<file path="src/rtl/scanirq_pkg.sv">
package scanirq_pkg;

    // Decoded CPU write operation
    typedef enum logic [2:0] {
        OP_NONE,
        OP_LATCH,
        OP_RELOAD,
        OP_ENABLE,
        OP_ACK
    } wr_op_e;

    // Interrupt request state
    typedef enum logic {
        IRQ_IDLE,
        IRQ_RAISED
    } irq_state_e;

endpackage

</file>
<file path="src/rtl/scanirq_decode.sv">
module scanirq_decode
    import scanirq_pkg::*;
#(
    parameter int                ADDR_W   = 15,
    parameter logic [ADDR_W-1:0] SEL_MASK = 15'h6003,
    parameter logic [ADDR_W-1:0] SEL_BASE = 15'h4000
) (
    input  logic              wr_en,
    input  logic [ADDR_W-1:0] wr_addr,
    output wr_op_e            op
);
    localparam int SUB_W = 2;

    logic             hit;
    logic [SUB_W-1:0] sub;

    assign sub = wr_addr[SUB_W-1:0];
    assign hit = wr_en &&
                 ((wr_addr & SEL_MASK & ~ADDR_W'((1 << SUB_W) - 1)) == SEL_BASE);

    always_comb begin
        op = OP_NONE;
        if (hit) begin
            unique case (sub)
                2'd0: op = OP_LATCH;
                2'd1: op = OP_RELOAD;
                2'd2: op = OP_ENABLE;
                2'd3: op = OP_ACK;
            endcase
        end
    end

endmodule

</file>
<file path="src/rtl/scanirq_count.sv">
module scanirq_count
    import scanirq_pkg::*;
#(
    parameter int CNT_W = 8
) (
    input  logic             clk,
    input  logic             rst_n,
    input  wr_op_e           op,
    input  logic [CNT_W-1:0] wr_data,
    input  logic             line_tick,
    input  logic             line_visible,
    output logic             expire,
    output logic [CNT_W-1:0] cnt_o
);
    localparam logic [CNT_W-1:0] ZERO = '0;
    localparam logic [CNT_W-1:0] ONE  = CNT_W'(1);

    logic [CNT_W-1:0] latch_q;
    logic [CNT_W-1:0] cnt_q;
    logic             step;

    // A visible tick acts unless a reload write takes the cycle
    assign step   = line_tick && line_visible && (op != OP_RELOAD);
    assign expire = step && (cnt_q == ONE);
    assign cnt_o  = cnt_q;

    always_ff @(posedge clk) begin
        if (!rst_n) begin
            latch_q <= ZERO;
        end else if (op == OP_LATCH) begin
            latch_q <= ~wr_data;
        end
    end

    always_ff @(posedge clk) begin
        if (!rst_n) begin
            cnt_q <= ZERO;
        end else if (op == OP_RELOAD) begin
            cnt_q <= latch_q;
        end else if (step) begin
            if (cnt_q != ZERO) cnt_q <= cnt_q - ONE;
            else               cnt_q <= latch_q;
        end
    end


    offscreen_hold_chk: assert property (@(posedge clk) disable iff (!rst_n)
        (line_tick && !line_visible && op != OP_RELOAD) |=> $stable(cnt_q));


    zero_reload_chk: assert property (@(posedge clk) disable iff (!rst_n)
        (step && cnt_q == ZERO && op != OP_LATCH) |=> (cnt_q == latch_q));

endmodule

</file>
<file path="src/rtl/scanirq_top.sv">
module scanirq_top
    import scanirq_pkg::*;
#(
    parameter int                ADDR_W   = 15,
    parameter int                CNT_W    = 8,
    parameter logic [ADDR_W-1:0] SEL_MASK = 15'h6003,
    parameter logic [ADDR_W-1:0] SEL_BASE = 15'h4000
) (
    input  logic              clk,
    input  logic              rst_n,
    input  logic              wr_en,
    input  logic [ADDR_W-1:0] wr_addr,
    input  logic [CNT_W-1:0]  wr_data,
    input  logic              line_tick,
    input  logic              line_visible,
    input  logic              line_blanked,
    output logic              irq_o
);
    wr_op_e           op;
    logic             expire;
    logic [CNT_W-1:0] cnt;
    logic             en_q;
    logic             fire;
    irq_state_e       state_q, state_d;

    scanirq_decode #(
        .ADDR_W  (ADDR_W),
        .SEL_MASK(SEL_MASK),
        .SEL_BASE(SEL_BASE)
    ) decode_i (
        .wr_en  (wr_en),
        .wr_addr(wr_addr),
        .op     (op)
    );

    scanirq_count #(
        .CNT_W(CNT_W)
    ) count_i (
        .clk         (clk),
        .rst_n       (rst_n),
        .op          (op),
        .wr_data     (wr_data),
        .line_tick   (line_tick),
        .line_visible(line_visible),
        .expire      (expire),
        .cnt_o       (cnt)
    );

    always_ff @(posedge clk) begin
        if (!rst_n)                en_q <= 1'b0;
        else if (op == OP_ENABLE)  en_q <= 1'b1;
        else if (op == OP_ACK)     en_q <= 1'b0;
    end

    assign fire = expire && en_q && !line_blanked;

    // State register
    always_ff @(posedge clk) begin
        if (!rst_n) state_q <= IRQ_IDLE;
        else        state_q <= state_d;
    end

    // Next state
    always_comb begin
        state_d = state_q;
        unique case (state_q)
            IRQ_IDLE:   if (op != OP_ACK && fire) state_d = IRQ_RAISED;
            IRQ_RAISED: if (op == OP_ACK)         state_d = IRQ_IDLE;
        endcase
    end

    // Outputs
    always_comb begin
        irq_o = 1'b0;
        unique case (state_q)
            IRQ_IDLE:   irq_o = 1'b0;
            IRQ_RAISED: irq_o = 1'b1;
        endcase
    end


    rise_on_tick_chk: assert property (@(posedge clk) disable iff (!rst_n)
        $rose(irq_o) |-> $past(line_tick && line_visible && !line_blanked && en_q));


    zero_at_rise_chk: assert property (@(posedge clk) disable iff (!rst_n)
        $rose(irq_o) |-> (cnt == '0));


    ack_clears_chk: assert property (@(posedge clk) disable iff (!rst_n)
        (op == OP_ACK) |=> (!irq_o && !en_q));


    irq_hold_chk: assert property (@(posedge clk) disable iff (!rst_n)
        (irq_o && op != OP_ACK) |=> irq_o);

endmodule

</file>
<file path="config.mk">
export PLATFORM = sky130hd
export DESIGN_NAME = scanirq_top
export DESIGN_NICKNAME = d
export VERILOG_FILES = /design/src/rtl/scanirq_pkg.sv /design/src/rtl/scanirq_decode.sv /design/src/rtl/scanirq_count.sv /design/src/rtl/scanirq_top.sv
export SDC_FILE = /design/constraint.sdc
export NUM_CORES = 1
export LEC_CHECK = 0
export ABC_AREA = 1
export BUFFER_PORTS_ARGS = -buffer_cell sky130_fd_sc_hd__buf_2
export CAP_MARGIN = 20
export CORE_MARGIN = 8
export CORE_UTILIZATION = 40
export CTS_BUF_LIST = sky130_fd_sc_hd__clkbuf_8
export DETAILED_ROUTE_END_ITERATION = 8
export PLACE_DENSITY = 0.74
export SLEW_MARGIN = 20
export SYNTH_ARGS = -nofsm -noshare
export SYNTH_HDL_FRONTEND = slang
export SYNTH_SLANG_ARGS = --single-unit
</file>
<file path="constraint.sdc">
create_clock -name clk -period 1.6 [get_ports clk]
set_clock_uncertainty 0.05 [all_clocks]
set_input_delay 0.08 -clock clk [delete_from_list [all_inputs] [get_ports clk]]
set_output_delay 0.08 -clock clk [all_outputs]
set_load 0.05 [all_outputs]
</file>
==> run metrics, run 1 <==
layout cell share with drive strength beyond 1=26.0%; global-route usage over all layers=11.3%; htree depth=1; Fillers=301; Max IR drop VDD=about 0.55 mV; Final nets=218; most frequent cells after synthesis=29 x nand2_1, 27 x inv_1, 18 x dfxtp_1; pin count of the biggest net entering global routing=17; maxcap violations=0; wire per inst=between 10 and 15 um; Netlist Area Pre-Place=roughly 1100 sq um; top-area cell type share of the netlist area=32.2%; clock latency on the worst-skew pair=0.25 ns; root buf cell=clkbuf_8; setup ws final=0.133 ns; post-layout utilization of the core=47.6%; Relative slew margins=75.2%; Crit. End Element=flip-flop; Core Footprint=about 2700 sq um; synth top area cells=dfxtp_1 32%, nand2_1 9.7%, inv_1 9.1%, a21oi_1 7.6%, ha_1 6.7%; CTS Hold Bufs=0; CTS sink cnt=18; Critical Path Source Type=flip-flop; Starting Density=a little over 40%; RSZ-0062 raised after global routing=no; Post-synth ARST share=0%; Post-CTS Setup Bufs=0; Vias/cell=4.79; cells along the critical path=inv_2 -> ha_1 -> inv_1 -> nor2_2 -> nand2_4 -> nand2_4 -> buf_4 -> o21ai_2 -> nand2_1 -> a21oi_1; Post-synth EDFFs=0; Routed Wire Length=2240 um; total congestion overflow=0; final worst-path cycle share=about nine tenths; Place WS=0.0340 ns; CP delay by family, top=flip-flops; max incr delay on CP=around 0.38 ns; TritonCTS Buffers=3; routed vias=roughly 1000; num rows=19; crit path time final=1.47 ns; die width=68.9 um; worst path arrival time=1.60 ns; Total Die Area=4750 sq um; ANT cells=0; DPL Wire Length=1750 um; Detailed Routing Iterations Pass 1=4; Antenna Violating Nets Remaining=0; first-pass GRT wire length=~4100 um; die height=68.9 um; count leader, synth=nand2_1; Seq/Total Area, Yosys=approximately a third; drt drc=0; final setup violation count=0; io pins=30; GPL Wtd Cong=0.838; dominant cell type by area after synthesis=dfxtp_1; PD cells=955 nW/um^2; Avg Cell Area, Syn=roughly 7 sq um; number of I/O port buffers=18; Hold Path Class=in -> reg; Yosys reg bits=18; Top FF cell, synth=dfxtp_1; CTS tree=done; LEAKAGE=0.621 nW; Distinct cells, synth=26; clock buffer depth=2; yosys warns=0; slowest CP cell=dfxtp_1; status=completed; area delta synth->final=15.1%; final hold vios=0; Top cell by count, worst path=nand2_4; clock transition at the registers of the reported paths=~0.07 ns; Least-Margin Pin Slew=0.372 ns; Fmax=between 600 and 700 MHz; CP required=1.74 ns; Critical Path Fanout Max=10; Mapped Cells=160; setup TNS=0 ns; vias in the first global route=988; synthesized net count=between 150 and 200; pins over their slew limit=0; DRT iter0 DRCs=21; cts repair resizes=0; Worst Path Buf+Inv=3; initial antenna violation count=0; Worst Setup Path Type=reg -> reg
per-stage QoR:
stage          power [mW]  cell area (sq um)  instances  hold slack [ns]
6_report             1.23               1290        212           0.0435
5_1_grt              1.33               1290        212           0.0616
4_1_cts              1.24               1290        212           0.0403
3_5_place_dp        0.925               1240        209            0.307
3_3_place_gp        0.918               1240        209            0.298
2_1_floorplan       0.845               1120        160            0.218
cell type report:
| class | count | area [sq um] | share of cell area (%) |
|---|---|---|---|
| clock buffer | 3 | 41.3 | 3.20 |
| inverter | 32 | 120 | 9.32 |
| multi-input combinational | 106 | 608 | 47.2 |
| sequential | 18 | 360 | 28.0 |
| tap | 31 | 38.8 | 3.01 |
| timing repair buffer | 22 | 120 | 9.32 |
state kept, by name (all words and copies together), names as in the netlist:
register / cells
en_q: 1
state_q: 1
count_i.cnt_o: 8
count_i.latch_q: 8
cells in the final DEF (no fill, tap or decap), drive strengths merged:
| master | netlist | final |
|---|---|---|
| nand2 | 34 | 34 |
| inv | 32 | 32 |
| buf | 3 | 22 |
| a21oi | 19 | 19 |
| dfxtp | 18 | 18 |
| o21ai | 15 | 15 |
| nor2 | 11 | 11 |
| nand3 | 10 | 10 |
| ha | 6 | 6 |
| or2 | 3 | 3 |
| clkbuf | 1 | 3 |
| nand4 | 3 | 3 |
| nor3 | 2 | 2 |
| xor2 | 2 | 2 |
| a31oi | 1 | 1 |
routing by layer:
layer / global-route usage, % / vias to the layer above / part of all wire (%)
met5: 0 / - / 0
met4: 5.76 / 0 / 1.3
met3: 2.10 / 5 / 4.6
met2: 18.8 / 24 / 47
met1: 13.5 / 441 / 47
li1: - / 546 / -
tightest hold or removal path, stage by stage:
cell,delay (ns)
buf_2,0.07
or2_0,0.09
a21oi_1,0.06
report_power, final:
part           internal, mW  switching [mW]  total [mW]  leakage (nW)
sequential            0.476          0.0244       0.501         0.146
combinational         0.160           0.260       0.420         0.453
clock                 0.167           0.143       0.310        0.0216
total                 0.803           0.427        1.23         0.621
final timing paths:
check	cells after the start	from	endpoint	slack [ns]
setup reg to reg	10	count_i.cnt_o[0]	count_i.cnt_o[4]	0.13
hold / removal	3	wr_data[6]	count_i.latch_q[6]	0.04
setup / recovery	10	count_i.cnt_o[0]	count_i.cnt_o[4]	0.13
hold reg to reg	2	en_q	en_q	0.40
cells by family (layout without fill, tap and decap cells):
family / Yosys count / count (layout) / share of synthesized area, %
AOI/OAI and AO/OA: 35 / 35 / 16.8
xor gates and xnor gates: 2 / 2 / 1.56
adders and majority gates: 6 / 6 / 6.70
buffers and inverters: 36 / 57 / 13.7
DFF: 18 / 18 / 32.2
and+or+nand+nor: 63 / 63 / 29.0
Note: power is estimated with default switching activity, not from simulation.
==> run 2, diff against run 1 <==
- PLACE_DENSITY: 0.74 -> not set
- PLACE_DENSITY_LB_ADDON: not set -> 0.08
- clock period: 1.6 -> 1.7 ns (I/O delays scaled with it)
==> run 2 against run 1 <==
Effect of this change: count of clock-buffer cells in the layout increased by 1; utilization decreased by 0.42 points; via count decreased by 3.1%; cell count decreased by 0.94%; cell area decreased by 0.87%; worst setup slack improved by 0.049 ns; sequential share of layout area increased by 0.25 points; non-clock buffer count decreased by 3.
==> run metrics, run 2 (synthesis gave the netlist of run 1 again) <==
pins over their slew limit=0 (unchanged); worst path arrival time=1.66 ns (+0.06 ns); Least-Margin Pin Slew=0.341 ns (-0.0308 ns); Fmax=659 MHz (-3.4%); area of the multi-input gates=606 sq um (-0.41%); Vias/cell=4.69 (-2.1%); clock latency on the worst-skew pair=0.26 ns (about the same); CTS tree=done; maxcap violations=0 (unchanged); Hold Path Class=in -> reg; CP required=1.84 ns (+0.10 ns); Final nets=215 (-1.4%); layout cell share with drive strength beyond 1=24.0% (-1.9 points); Fillers=294 (-2.3%); die height=68.9 um (unchanged); total congestion overflow=0 (unchanged); drt drc=0 (unchanged); Routed Wire Length=2330 um (+4.3%); Starting Density=41.3% (unchanged); number of I/O port buffers=18 (unchanged); pin count of the biggest net entering global routing=17 (unchanged); status=completed; ANT cells=0 (unchanged); final total power=1.21 mW (-1.6%); clock transition at the registers of the reported paths=0.07 ns (about the same); most frequent cells in the layout=29 x nand2_1, 27 x inv_1, 18 x dfxtp_1, 18 x buf_2, 17 x a21oi_1; Critical Path Source Type=flip-flop; Detailed Routing Iterations Pass 1=4 (unchanged); CTS sink cnt=18 (unchanged); TritonCTS Buffers=3 (unchanged); htree depth=1 (unchanged); Critical Path Fanout Max=4 (-6); GPL Wtd Cong=0.773 (-7.8%); Core Footprint=2710 sq um (unchanged); clock buffer depth=2 (unchanged); routed vias=985 (-3.1%); Max IR drop VDD=0.423 mV (-23%); DRT iter0 DRCs=31 (+48%); final worst-path cycle share=89.3% (-2.4 points); area delta synth->final=14.1%; Total Die Area=4750 sq um (unchanged); setup TNS=0 ns (unchanged); PD cells=948 nW/um^2 (-0.70%); global-route usage over all layers=11.5% (+0.24 points); vias in the first global route=991 (+0.30%); DPL Wire Length=1830 um (+4.8%); crit path time final=1.52 ns (+0.0515 ns); wire per inst=11.1 um (+5.3%); FF-to-FF Start=count_i.cnt_o[0]; final setup violation count=0 (unchanged); first-pass GRT wire length=4170 um (+0.82%); LEAKAGE=0.615 nW (-0.97%); Crit. End Element=flip-flop; root buf cell=clkbuf_8; crit path from=count_i.cnt_o[0]; most common cell after layout, fill and taps aside=nand2_1; Antenna Violating Nets Remaining=0 (unchanged); hold path startpoint=wr_data[6]; Reg area=360 sq um (unchanged); Worst Setup Path Type=reg -> reg; RSZ-0062 raised after global routing=no; io pins=30 (unchanged); initial antenna violation count=0 (unchanged); final hold vios=0 (unchanged); die width=68.9 um (unchanged); Relative slew margins=77.2% (+2.1 points); num rows=19 (unchanged)
-- run 2: cell type report --
class | instances | share of cell area [%]
inverters | 32 | 9.40
clock buffers | 4 | 4.31
multi-input cells | 106 | 47.4
flip-flops and latches | 18 | 28.2
repair buffers | 19 | 7.64
well taps | 31 | 3.04
-- run 2: metrics by stage --
stage	hold slack (ns)	setup slack, ns	util, %	instances	area [sq um]
2_1_floorplan	0.223	0.356	-	160	1120
4_1_cts	0.0426	0.166	47.1	210	1280
6_report	0.0428	0.182	47.1	210	1280
5_1_grt	0.0501	0.0140	47.1	210	1280
3_3_place_gp	0.304	0.174	45.1	206	1220
3_5_place_dp	0.319	0.131	45.1	206	1220
-- run 2: path summary, 6_finish.rpt --
kind	depth (start not counted)	slack, ns	to
worst min-delay path	3	0.04	count_i.latch_q[6]
worst max-delay path	8	0.18	count_i.cnt_o[6]
worst max register to register	8	0.18	count_i.cnt_o[6]
worst min register to register	2	0.41	en_q
-- run 2: report_power, final --
part | switching, mW | total [mW] | internal [mW]
Clock | 0.151 | 0.357 | 0.206
Sequential | 0.0232 | 0.471 | 0.448
Combinational | 0.244 | 0.383 | 0.139
-- run 2: routing by layer --
| metal | up-vias | global-route usage, % | part of all wire (%) |
|---|---|---|---|
| met5 | - | 0 | 0 |
| met4 | 0 | 5.26 | 1.9 |
| met3 | 5 | 3.23 | 3.3 |
| met2 | 19 | 18.1 | 47 |
| met1 | 422 | 14.3 | 48 |
| li1 | 539 | - | - |
-- run 2: what timing repair did --
item                                    in CTS  in global routing
endpoints found under the setup margin       0                  1
hold buffers                                 0                  0
buffers inserted                             0                  0
resized for setup                            0                  1
-- run 2: worst max-delay path, cell delays in order (launching register included) --
cell and delay (ns):
dfxtp_1 0.34, inv_1 0.12, ha_1 0.19, nand2_1 0.07
nor2_1 0.19, nand3_1 0.12, xor2_1 0.17, nand2_1 0.06
a21oi_1 0.13
==> run 3, diff against run 2 <==
- CORE_UTILIZATION: 40 -> 35
==> run 3 against run 2 <==
Effect of this change: cell count increased by 5.7%; count of clock-buffer cells in the layout did not move; die area grew 11%; global-route usage down 1.6 points; cell area grew 0.68%; utilization is 5.0 points lower; wire length decreased by 0.51%; register-to-register slack improved by 0.02 ns; sequential cell count is the same; combinational power hardly changed; critical path type unchanged.
==> run metrics, run 3 (synthesis gave the netlist of run 1 again) <==
status=completed; Least-Margin Pin Slew=0.360 ns (+0.0188 ns); die height=72.6 um (+5.3%); clock latency on the worst-skew pair=0.25 ns (about the same); total congestion overflow=0 (unchanged); max incr delay on CP=0.40 ns (+0.06 ns); Total Die Area=5270 sq um (+11%); layout cell share with drive strength beyond 1=24.2% (+0.13 points); most common cell after layout, fill and taps aside=nand2_1; RSZ-0062 raised after global routing=no; worst path arrival time=1.58 ns (-0.08 ns); Worst R2R End=count_i.cnt_o[5]; Finished Layout Cells=222 (+5.7%); number of I/O port buffers=18 (unchanged); cells along the critical path=inv_2 -> ha_1 -> inv_1 -> nor2_2 -> nand2_4 -> nand2_4 -> inv_1 -> nand2_1 -> nand3_1 -> a21oi_1; area delta synth->final=14.9%; root buf cell=clkbuf_8; reg-to-reg slack, setup=0.20 ns (+0.02 ns); Vias/cell=4.51 (-3.9%); Worst Path Buf+Inv=3 (+2); cts repair resizes=0 (unchanged); TritonCTS Buffers=3 (unchanged); hold path startpoint=wr_data[1]; Worst Setup Path Type=reg -> reg; Detailed Routing Iterations Pass 1=4 (unchanged); drt drc=0 (unchanged); Final nets=214 (-0.47%); Routed Wire Length=2320 um (-0.51%); global-route usage over all layers=9.87% (-1.6 points); Hold Path Stages=3 (unchanged); DRT iter0 DRCs=28 (-9.7%); CTS Hold Bufs=0 (unchanged); Hold Path Class=in -> reg; Max IR drop VDD=0.522 mV (+23%); CP delay by family, top=flip-flops; Antenna Violating Nets Remaining=0 (unchanged); worst r2r path cells=10 (+2); DPL Wire Length=1850 um (+0.59%); Starting Density=36.7% (-4.6 points); hold endpoint=count_i.latch_q[1]; routed vias=1001 (+1.6%); PD cells=936 nW/um^2 (-1.3%); FF-to-FF Start=count_i.cnt_o[0]; Core Footprint=3050 sq um (+13%); die width=72.6 um (+5.3%); Fmax=668 MHz (+1.5%); Crit. End Element=flip-flop; CTS sink cnt=18 (unchanged); final worst-path cycle share=88.0% (-1.3 points); ANT cells=0 (unchanged); Post-Place Cells=218 (+5.8%); wire per inst=10.4 um (-5.9%); num rows=20 (+1); setup TNS=0 ns (unchanged); io pins=30 (unchanged); CP required=1.79 ns (-0.05 ns); GPL Wtd Cong=0.794 (+2.8%); crit path time final=1.50 ns (-0.0220 ns); Critical Path Source Type=flip-flop; final hold vios=0 (unchanged); final setup violation count=0 (unchanged); maxcap violations=0 (unchanged); slowest CP cell=dfxtp_1; clock transition at the registers of the reported paths=0.07 ns (about the same); CTS tree=done; first-pass GRT wire length=4180 um (+0.17%); pins over their slew limit=0 (unchanged); vias in the first global route=952 (-3.9%); most frequent cells in the layout=29 x nand2_1, 26 x inv_1, 18 x dfxtp_1, 18 x buf_2, 17 x a21oi_1; Relative slew margins=76.0% (-1.3 points); htree depth=1 (unchanged); initial antenna violation count=0 (unchanged); pin count of the biggest net entering global routing=17 (unchanged); Post-CTS Setup Bufs=0 (unchanged); Critical Path Fanout Max=12 (+8); LEAKAGE=0.610 nW (-0.89%); clock buffer depth=2 (unchanged)
run 3: per-layer routing:
metal  share of wire (%)  GRT usage [%]  wire length [um]  vias up
li1                    -              -                 -      543
met1                  51           12.6              1180      440
met2                  45           15.2              1040       16
met3                 3.6           3.17                84        2
met4                0.34           3.11                 8        0
met5                   0              0                 0        -
run 3: worst register-to-register path, delay by kind of cell, from the launching register on:
kind | cells | cell delay, ns
buffers and inverters | 3 | 0.29
flip-flops | 1 | 0.40
adder cells (fa/ha/maj) | 1 | 0.19
AND/OR/NAND/NOR | 5 | 0.38
AO/OA/AOI/OAI | 1 | 0.06
run 3: cell type report:
cell class	instances	area, sq um
Fill cell	330	1770
Multi-Input combinational cell	106	606
Sequential cell	18	360
Inverter	32	120
Timing Repair Buffer	18	90.1
Clock buffer	4	55.1
Tap cell	44	55.1
run 3: worst max-delay path by stage:
stage | startpoint | endpoint | cells after the start
5_1_grt | count_i.cnt_o[0] | count_i.cnt_o[1] | 9
4_1_cts | count_i.cnt_o[0] | count_i.cnt_o[1] | 9
2_1_floorplan | count_i.cnt_o[0] | count_i.cnt_o[0] | 11
3_5_place_dp | wr_addr[0] | count_i.cnt_o[0] | 12
3_3_place_gp | wr_addr[0] | count_i.cnt_o[0] | 12
6_report | count_i.cnt_o[0] | count_i.cnt_o[5] | 10
run 3: where the power goes:
part           switching (mW)  internal [mW]
Combinational           0.245          0.136
Clock                   0.146          0.206
Sequential             0.0232          0.448
run 3: per-stage QoR:
stage	power, mW	instance area (sq um)	util, %	setup slack, ns	hold slack (ns)
floorplan	0.795	1120	-	0.356	0.223
global placement	0.860	1230	40.3	0.123	0.307
detailed placement	0.862	1230	40.3	0.0813	0.315
CTS	1.22	1290	42.1	0.158	0.0385
global route	1.31	1290	42.1	0.0384	0.0525
finish	1.20	1290	42.1	0.204	0.0479
